===== src/rtl/rns_pkg.sv =====
package rns_pkg;

    // How many times the dynamic range is taken off the projection sum.
    typedef enum logic [1:0] {
        SUB_NONE  = 2'd0,
        SUB_ONCE  = 2'd1,
        SUB_TWICE = 2'd2
    } sub_sel_e;

endpackage


===== src/rtl/rns_projection.sv =====
module rns_projection #(
    parameter int N = 4
) (
    input  logic [N-1:0]   r_lo,
    input  logic [N-1:0]   r_mid,
    input  logic [N:0]     r_hi,
    output logic [3*N+1:0] proj_sum
);
    localparam int W = 3*N + 2;
    localparam logic [N+1:0] HI_MOD_EXT = (N+2)'((1 << N) + 1);

    logic [N-1:0] t_lo;
    logic [N-1:0] t_mid;
    logic [N+1:0] hi_plus;
    logic [N:0]   t_hi;
    logic [W-1:0] e_lo, e_mid, e_hi;
    logic [W-1:0] p_lo, p_mid, p_hi;

    // Inverse of the low weight is 1/2 mod (2^N-1): a right rotation.
    always_comb t_lo = (&r_lo) ? '0 : {r_lo[0], r_lo[N-1:1]};

    // Inverse of the middle weight is -1 mod 2^N.
    always_comb t_mid = (~r_mid) + N'(1);

    // Inverse of the high weight is 1/2 mod (2^N+1): halve, adding the modulus when odd.
    always_comb hi_plus = {1'b0, r_hi} + HI_MOD_EXT;
    always_comb t_hi    = r_hi[0] ? hi_plus[N+1:1] : {1'b0, r_hi[N:1]};

    always_comb begin
        e_lo  = W'(t_lo);
        e_mid = W'(t_mid);
        e_hi  = W'(t_hi);
        p_lo  = (e_lo  << (2*N)) + (e_lo << N);   // weight 2^N(2^N+1)
        p_mid = (e_mid << (2*N)) - e_mid;         // weight 2^2N-1
        p_hi  = (e_hi  << (2*N)) - (e_hi << N);   // weight 2^N(2^N-1)
        proj_sum = p_lo + p_mid + p_hi;
    end
endmodule


===== src/rtl/rns_mod_reduce.sv =====
module rns_mod_reduce
    import rns_pkg::*;
#(
    parameter int N = 4
) (
    input  logic [3*N+1:0] sum_in,
    output logic [3*N-1:0] value,
    output logic           neg,
    output logic [3*N-1:0] value_signed
);
    localparam int W = 3*N + 2;
    localparam logic [W-1:0] ONE    = W'(1);
    localparam logic [W-1:0] MOD_M  = (ONE << (3*N)) - (ONE << N);
    localparam logic [W-1:0] TWO_M  = MOD_M << 1;
    localparam logic [W-1:0] HALF_M = MOD_M >> 1;
    localparam logic [3*N-1:0] MOD_T = MOD_M[3*N-1:0];

    sub_sel_e     sel;
    logic [W-1:0] less_one, less_two, reduced;

    always_comb begin
        less_one = sum_in - MOD_M;
        less_two = sum_in - TWO_M;
        if (sum_in >= TWO_M)      sel = SUB_TWICE;
        else if (sum_in >= MOD_M) sel = SUB_ONCE;
        else                      sel = SUB_NONE;
    end

    always_comb begin
        unique case (sel)
            SUB_TWICE: reduced = less_two;
            SUB_ONCE:  reduced = less_one;
            default:   reduced = sum_in;
        endcase
    end

    always_comb begin
        value        = reduced[3*N-1:0];
        neg          = (reduced >= HALF_M);
        value_signed = neg ? (value - MOD_T) : value;
    end
endmodule


===== src/rtl/rns_rev_conv.sv =====
module rns_rev_conv #(
    parameter int N = 4
) (
    input  logic           clk,
    input  logic           rst_n,
    input  logic           in_valid,
    input  logic [N-1:0]   res_lo,
    input  logic [N-1:0]   res_mid,
    input  logic [N:0]     res_hi,
    output logic           out_valid,
    output logic [3*N-1:0] out_value,
    output logic           out_neg,
    output logic [3*N-1:0] out_signed
);
    localparam int W = 3*N + 2;

    logic [W-1:0]   proj_sum;
    logic           s1_valid;
    logic [W-1:0]   s1_sum;
    logic [3*N-1:0] red_value, red_signed;
    logic           red_neg;

    rns_projection #(.N(N)) u_proj (
        .r_lo     (res_lo),
        .r_mid    (res_mid),
        .r_hi     (res_hi),
        .proj_sum (proj_sum)
    );

    // Stage 1: projection sum.
    always_ff @(posedge clk or negedge rst_n) begin
        if (!rst_n) begin
            s1_valid <= 1'b0;
            s1_sum   <= '0;
        end else begin
            s1_valid <= in_valid;
            if (in_valid) s1_sum <= proj_sum;
        end
    end

    rns_mod_reduce #(.N(N)) u_red (
        .sum_in       (s1_sum),
        .value        (red_value),
        .neg          (red_neg),
        .value_signed (red_signed)
    );

    // Stage 2: reduced value and sign.
    always_ff @(posedge clk or negedge rst_n) begin
        if (!rst_n) begin
            out_valid  <= 1'b0;
            out_value  <= '0;
            out_neg    <= 1'b0;
            out_signed <= '0;
        end else begin
            out_valid <= s1_valid;
            if (s1_valid) begin
                out_value  <= red_value;
                out_neg    <= red_neg;
                out_signed <= red_signed;
            end
        end
    end
endmodule


===== config.mk =====
export PLATFORM = sky130hd
export DESIGN_NAME = rns_rev_conv
export DESIGN_NICKNAME = d
export VERILOG_FILES = /design/src/rtl/rns_pkg.sv /design/src/rtl/rns_projection.sv /design/src/rtl/rns_mod_reduce.sv /design/src/rtl/rns_rev_conv.sv
export SDC_FILE = /design/constraint.sdc
export NUM_CORES = 1
export LEC_CHECK = 0
export BUFFER_PORTS_ARGS = -buffer_cell sky130_fd_sc_hd__buf_2
export CAP_MARGIN = 20
export CORE_MARGIN = 3
export CORE_UTILIZATION = 50
export DETAILED_ROUTE_END_ITERATION = 10
export PLACE_DENSITY = 0.72
export SLEW_MARGIN = 20
export SYNTH_ARGS = -nofsm -noshare
export SYNTH_HDL_FRONTEND = slang
export SYNTH_SLANG_ARGS = --single-unit

===== constraint.sdc =====
create_clock -name clk -period 4 [get_ports clk]
set_input_delay 0.2 -clock clk [delete_from_list [all_inputs] [get_ports clk]]
set_output_delay 0.2 -clock clk [all_outputs]
set_load 0.01 [all_outputs]

==> results of run 1 <==
==> metal layers <==
layer	up-vias	part of all wire
li1	1333	-
met1	1278	0.43
met2	56	0.52
met3	16	0.025
met4	0	0.033
met5	-	0
==> synth_stat cells (2+ instances only) <==
master	count
nor4b_1	2
ha_1	28
a211oi_1	2
a21oi_1	22
nand3b_1	2
fa_1	11
buf_6	4
a21o_1	9
clkbuf_1	4
clkbuf_8	2
inv_1	38
nor4_4	2
xnor2_1	14
nand3_1	18
nand4_1	6
and2_1	3
mux2i_1	2
xor2_1	12
nor2_1	28
buf_2	3
a21boi_0	2
nor4_1	2
a31oi_1	7
a311oi_1	3
mux2_2	12
buf_1	2
o21ai_0	8
nand2_1	17
nor3b_1	2
a211o_1	2
nor2b_1	2
a311o_1	2
and3_1	2
nand4b_1	3
buf_4	4
dfrtp_1	37
o21bai_1	5
or2b_1	2
nor3_1	3
o21ai_1	3
==> registers in the layout (all words and copies together) (netlist names) <==
register,flops
s1_sum,14
out_valid,1
out_signed,8
out_neg,1
s1_valid,1
out_value,12
==> cell type report <==
cell class                 count  area [sq um]  area share
tap                           77          96.3      0.0263
multi-input combinational    264          2140       0.583
inverter                      38           143      0.0389
clock inverter                 3          68.8      0.0188
timing repair buffer          44           228      0.0621
clock buffer                   5          68.8      0.0188
sequential                    37           926       0.252
==> logic make-up after synthesis <==
group	count (synthesis)	synth area share
xor gates and xnor gates	26	0.0680
muxes	14	0.0463
buffers and inverters	57	0.0845
and+or+nand+nor	103	0.178
AOI/OAI and AO/OA	82	0.177
adders and majority gates	39	0.170
DFF	37	0.277
==> power by group through the flow <==
stage	sequential, mW	clock, mW	combinational, mW
floorplan	0.706	0	1.31
global placement	0.764	0	1.52
detailed placement	0.771	0	1.56
CTS	0.763	0.398	1.58
global route	0.795	0.412	1.76
finish	0.765	0.392	1.57
==> worst register-to-register path: stages (launching register included) <==
cell	delay, ns
dfrtp_1	0.47
nor4_4	0.62
a211oi_2	0.22
nor2_1	0.37
nor2_1	0.12
xnor2_1	0.20
inv_1	0.10
ha_1	0.24
and3b_4	0.20
a41o_1	0.35
a311oi_1	0.35
a21o_1	0.12
==> worst min path at each step <==
stage                from                       end  slack, ns  depth (start not counted)
floorplan           rst_n       out_neg$_DFFE_PN0P_       -0.1                          0
global placement    rst_n    s1_sum[11]$_DFFE_PN0P_       0.34                          1
detailed placement  rst_n  out_value[7]$_DFFE_PN0P_       0.34                          1
CTS                 rst_n  out_value[7]$_DFFE_PN0P_       0.03                          1
global route        rst_n  out_value[7]$_DFFE_PN0P_       0.08                          1
finish              rst_n    s1_sum[11]$_DFFE_PN0P_     -0.007                          1
==> cell usage in the layout, fill, tap and decap left out, drive strengths merged, types with 3 or more instances in the layout <==
cell,synthesis,layout
a211oi,3,3
a21o,10,10
a21oi,23,23
a311oi,3,3
a31oi,7,7
and2,3,3
and4,3,3
buf,13,44
clkbuf,6,5
dfrtp,37,37
fa,11,11
ha,28,28
inv,38,39
mux2,12,12
nand2,17,17
nand3,18,18
nand4,7,7
nand4b,3,3
nor2,28,28
nor3,4,4
nor4,4,4
o21ai,11,11
o21bai,5,5
or2b,3,3
xnor2,14,14
xor2,12,12
==> metrics by stage <==
| stage | utilization | cells | hold WS (ns) | instance area [sq um] | setup WS [ns] |
|---|---|---|---|---|---|
| global route | 0.571 | 468 | 0.0763 | 3670 | 0.163 |
| finish | 0.571 | 468 | -0.00699 | 3670 | 0.473 |
| floorplan | - | 358 | -0.0956 | 3350 | 0.510 |
| detailed placement | 0.550 | 460 | 0.345 | 3530 | 0.159 |
| global placement | 0.550 | 460 | 0.344 | 3530 | 0.293 |
| CTS | 0.571 | 468 | 0.0293 | 3670 | 0.445 |
==> impl_metrics.json, run 1 <==
{
  "status": "finished, violations left",
  "violations": "hold timing",
  "cpPeakStageDelay_ns": 0.47,
  "clk_pin_slew_ns": 0.08,
  "io_pins": 42,
  "grt.total_usage": 0.187,
  "cts.repair.resized": 0,
  "start_util": 0.521,
  "seqPwrFrac": 0.281,
  "period_share": 0.882,
  "combPwrFrac": 0.575,
  "p_int_mw": 1.50,
  "area_delta_synth_final_pct": 9.60,
  "switchingPower_mw": 1.23,
  "synth.net_count": 413,
  "avgSynthCellArea_sq_um": 9.35,
  "worstPathArrival_ns": 3.68,
  "crit_family": "adder cells",
  "synthCells": 358,
  "hold_buffers": 0,
  "wire_per_inst_um": 14.6,
  "grt_use_met2": 0.343,
  "fin_hold_ws_ns": -0.00699,
  "layout-drive-gt1-share": 0.202,
  "post-cts-setup-buffers": 0,
  "fill_cells": 588,
  "slew_viol_final": 0,
  "setup_violations": 0,
  "path_max_fanout": 6,
  "dp_hpwl_mm": 5.50,
  "synth.top_cell.area_share": 0.277,
  "post-synth-top-area-cell": "dfrtp_1",
  "dieArea_sq_mm": 0.00771,
  "coreArea_sq_mm": 0.00642,
  "clock_skew_ns": 0.0132,
  "hold_class": "input port to async pin",
  "h-tree-depth": 2,
  "fmax_mhz": 284,
  "initialDrtViolationCount": 121,
  "setup-tns-final_ns": 0,
  "critPathKind": "input port to flip-flop",
  "tritoncts": "yes",
  "async_flop_share": 1.00,
  "crit_required_ns": 4.15,
  "hold_viol_final": 7,
  "overflow": 0,
  "clk_latency_ns": 0.29,
  "wl_mm": 6.84,
  "drv_cap": 0,
  "syn-cell-area_sq_mm": 0.00335,
  "ys_ff_latch": 37,
  "io_buffers": 41,
  "fp.dieW_um": 87.8,
  "cp_slowest_cell": "fa_1",
  "crit_path_end_kind": "flip-flop",
  "path_buf_inv": 5,
  "p_total_mw": 2.72,
  "vias": 2683,
  "r2r_slack_ns": 0.58,
  "r2r-end": "out_signed[8]$_DFFE_PN0P_",
  "drc": 0,
  "tightest_slew_ns": 0.809,
  "synth_area_leaders": "dfrtp_1 28%, ha_1 10%, fa_1 6.6%, inv_1 4.3%, mux2_2 4.0%",
  "n_antenna_cell": 0,
  "cts-buffers-inserted": 5,
  "grt_pass1_vias": 2684,
  "rows": 29,
  "switching_share": 0.450,
  "grtUsageMet3": 0.0245,
  "cts.sinks": 37,
  "synth_edf_count": 0,
  "ant_nets": 0,
  "fin_nets": 445,
  "p_leak_nw": 1.73,
  "p_per_area_mw_per_mm2": 742,
  "top_usage_layer": "met2",
  "grt_pass1_wl_mm": 11.7,
  "synth_ff_type": "dfrtp_1",
  "yosysWarnings": 0,
  "rsz0062_at_grt": "no",
  "seq_area_frac_synth": 0.277,
  "worstPathCellList": "buf_2, inv_1, ha_1, xor2_1, buf_4, nand2_1, inv_1, ha_1, inv_1, ha_1, fa_1, a21o_1, a21oi_1, o21bai_1, a21oi_1, o21bai_1, a311o_1, nand4_1, o211ai_1",
  "grt_max_degree": 38,
  "crit_cells": 19,
  "synth.distinct_cells": 66,
  "r2r_cells": 11,
  "critPathLaunch": "res_mid[0]",
  "peakVddDrop_uv": 261,
  "dr.pass1.iters": 4,
  "antenna_found_initial": 0,
  "min_period_ns": 3.53,
  "gp_congestion": 0.969,
  "p_clk_frac": 0.144,
  "start_kind": "input port",
  "viasPerCell": 5.73,
  "crit_end": "s1_sum[12]$_DFFE_PN0P_",
  "cts_root_buf": "clkbuf_8",
  "r2r-start": "s1_sum[3]$_DFFE_PN0P_",
  "die_h_um": 87.8,
  "clock_path_buffers": 2,
  "grtUsageMet1": 0.220,
  "slew_headroom": 0.461
}
No activity file was read; power rests on OpenSTA's default activity.
==> inputs of run 2 (changes only) <==
PLACE_DENSITY = 0.7   (was 0.72)
SYNTH_HIERARCHICAL = 1   (was default)
==> run 2 against run 1 <==
  * The run now ends clean
  * First-iteration DRC count decreased by 5.0%
  * Clock skew decreased by 0.0065 ns
  * Hold slack improved by 0.027 ns
  * Register-to-register slack got worse by 0.22 ns
  * Sequential share of layout area increased by 1.3 points
  * Critical path depth decreased by 8
  * Fmax decreased by 3.2%
  * Die area increased by 6.7%
  * Core utilization decreased by 0.89 points
  * Setup slack got worse by 0.12 ns
  * Combinational power increased by 14%
  * Largest cell class unchanged
==> impl_metrics.json, run 2 <==
{
  "status": "completed",
  "synthTopCellsByCount": "41 x dfrtp_1, 29 x ha_1, 24 x inv_1",
  "hold_viol_final": 0,
  "ys_ff_latch": 41,
  "top_usage_layer": "met2",
  "rows": 30,
  "fin_hold_ws_ns": 0.0198,
  "cts.sinks": 41,
  "async_flop_share": 1.00,
  "io_pins": 42,
  "dieArea_sq_mm": 0.00823,
  "final_core_util": 0.562,
  "synth_ff_type": "dfrtp_1",
  "r2r_cells": 11,
  "rsz0062_at_grt": "no",
  "largest_reg_flops": 14,
  "r2r-end": "out_signed[5]$_DFFE_PN0P_",
  "fp.dieW_um": 90.7,
  "gp_congestion": 0.848,
  "grt_pass1_vias": 2564,
  "area_delta_synth_final_pct": 7.60,
  "critPathKind": "flip-flop to flip-flop",
  "slew_viol_final": 0,
  "fin_nets": 420,
  "layout-drive-gt1-share": 0.321,
  "period_share": 0.911,
  "synthCells": 337,
  "synth.most_common_cell": "dfrtp_1",
  "antenna_found_initial": 0,
  "synth_xor_area_frac": 0.0582,
  "crit_path_end_kind": "flip-flop",
  "hold_buffers": 0,
  "coreArea_sq_mm": 0.00687,
  "synth_area_leaders": "dfrtp_1 29%, ha_1 10%, mux2_4 8.8%, fa_1 6.1%, mux2_2 6.0%",
  "tightest_slew_ns": 0.893,
  "avgSynthCellArea_sq_um": 10.7,
  "wl_mm": 6.87,
  "clk_pin_slew_ns": 0.08,
  "setup-tns-final_ns": 0,
  "cts-buffers-inserted": 5,
  "yosys.area_share.simple": 0.135,
  "h-tree-depth": 2,
  "slew_headroom": 0.404,
  "pre_cts_slack_ns": 0.262,
  "tritoncts": "yes",
  "ant_nets": 0,
  "die_h_um": 90.7,
  "viasPerCell": 5.43,
  "seq_area_frac_synth": 0.286,
  "syn-cell-area_sq_mm": 0.00359,
  "start_util": 0.523,
  "cts_root_buf": "clkbuf_8",
  "synth.net_count": 393,
  "p_leak_nw": 1.77,
  "clock_skew_ns": 0.00667,
  "synthAdderAreaFrac": 0.162,
  "grt.total_usage": 0.177,
  "regMostFlops": "s1_sum",
  "synthMuxAreaShare": 0.147,
  "grt_max_degree": 42,
  "drv_cap": 0,
  "drc": 0,
  "worstPathArrival_ns": 3.83,
  "synth.distinct_cells": 64,
  "grt_pass1_wl_mm": 12.1,
  "fmax_mhz": 274,
  "initialDrtViolationCount": 115,
  "synth_compound_area_frac": 0.133,
  "grtUsageMet1": 0.238,
  "n_antenna_cell": 0,
  "dp_hpwl_mm": 5.37,
  "crit_required_ns": 4.19,
  "synth_edf_count": 0,
  "grt_use_met2": 0.288,
  "dr.pass1.iters": 4,
  "min_period_ns": 3.64,
  "grtUsageMet3": 0.0308,
  "hold_class": "input port to async pin",
  "synth.top_cell.area_share": 0.286,
  "wire_per_inst_um": 14.9,
  "post-cts-setup-buffers": 0,
  "io_buffers": 41,
  "vias": 2501,
  "r2r_slack_ns": 0.36,
  "cts.repair.resized": 0,
  "overflow": 0,
  "post-synth-top-area-cell": "dfrtp_1",
  "layout_common_cells": "41 x buf_2, 41 x dfrtp_1, 29 x ha_1",
  "yosysWarnings": 6,
  "r2r-start": "s1_sum[6]$_DFFE_PN0P_",
  "clk_latency_ns": 0.30,
  "start_kind": "flip-flop",
  "largestRegisters": "s1_sum (14), out_signed (12), out_value (12)",
  "clock_path_buffers": 2,
  "path_max_fanout": 7,
  "peakVddDrop_uv": 285,
  "synth_top_family_by_area": "adder cells",
  "setup_slack_ns": 0.356,
  "p_per_area_mw_per_mm2": 756,
  "setup_violations": 0
}
-- run 2: cell types whose count changed after synthesis, sizes merged, moves of 4 or more --
cell / previous run / this run
mux2: 12 / 40
nor2: 28 / 10
inv: 38 / 25
a21o: 10 / 5
a21oi: 23 / 18
and2: 3 / 8
and3: 2 / 7
buf: 13 / 18
dfrtp: 37 / 41
o21bai: 5 / 1
or2: 0 / 4
-- run 2: area by class of cell --
cell class | count | area [sq um]
Multi-Input combinational cell | 248 | 2290
Tap cell | 96 | 120
Clock inverter | 3 | 46.3
Fill cell | 595 | 3010
Sequential cell | 41 | 1030
Timing Repair Buffer | 43 | 220
Inverter | 25 | 93.8
Clock buffer | 5 | 68.8
-- run 2: worst max path at each step --
stage | from | to | cells past startpoint
2_1_floorplan | res_mid[0] | s1_sum[11]$_DFFE_PN0P_ | 14
3_3_place_gp | res_mid[0] | s1_sum[11]$_DFFE_PN0P_ | 14
3_5_place_dp | res_mid[0] | s1_sum[11]$_DFFE_PN0P_ | 14
4_1_cts | s1_sum[6]$_DFFE_PN0P_ | out_signed[5]$_DFFE_PN0P_ | 11
5_1_grt | s1_sum[6]$_DFFE_PN0P_ | out_signed[5]$_DFFE_PN0P_ | 11
6_report | s1_sum[6]$_DFFE_PN0P_ | out_signed[5]$_DFFE_PN0P_ | 11
-- run 2: per-layer routing --
layer / share of wire / vias to the layer above
met5: 0 / -
met4: 0.016 / 0
met3: 0.035 / 9
met2: 0.48 / 48
met1: 0.47 / 1211
li1: - / 1233
-- run 2: kinds of logic (layout without fill, tap and decap cells) --
| kind of cell | after synthesis | count (layout) |
|---|---|---|
| other | 1 | 1 |
| AND/OR/NAND/NOR | 81 | 81 |
| buffers and inverters | 48 | 76 |
| XOR/XNOR | 23 | 23 |
| adder cells (fa/ha/maj) | 40 | 40 |
| AO/OA/AOI/OAI | 63 | 63 |
| flip-flops | 41 | 41 |
| multiplexers | 40 | 40 |
-- run 2: metrics by stage --
step / power, mW / cells / area, sq um
after floorplan: 2.20 / 337 / 3590
after global placement: 2.53 / 453 / 3750
after detailed placement: 2.58 / 453 / 3750
after CTS: 2.93 / 461 / 3860
after global routing: 3.17 / 461 / 3860
final: 2.92 / 461 / 3860
-- run 2: critical path: stages (launching register included) --
cell and delay [ns]:
dfrtp_1 0.46, ha_1 0.30, nor4bb_4 0.46, a21o_1 0.21, a2111oi_0 0.11, a211oi_2 0.43
ha_1 0.27, o21ai_0 0.18, nor4b_4 0.37, a31oi_4 0.16, mux2_4 0.32, mux2_4 0.25
-- run 2: power by group --
part / total [mW] / internal, mW / switching (mW)
combinational: 1.79 / 0.887 / 0.901
clock: 0.338 / 0.187 / 0.152
sequential: 0.793 / 0.599 / 0.194
total: 2.92 / 1.67 / 1.25
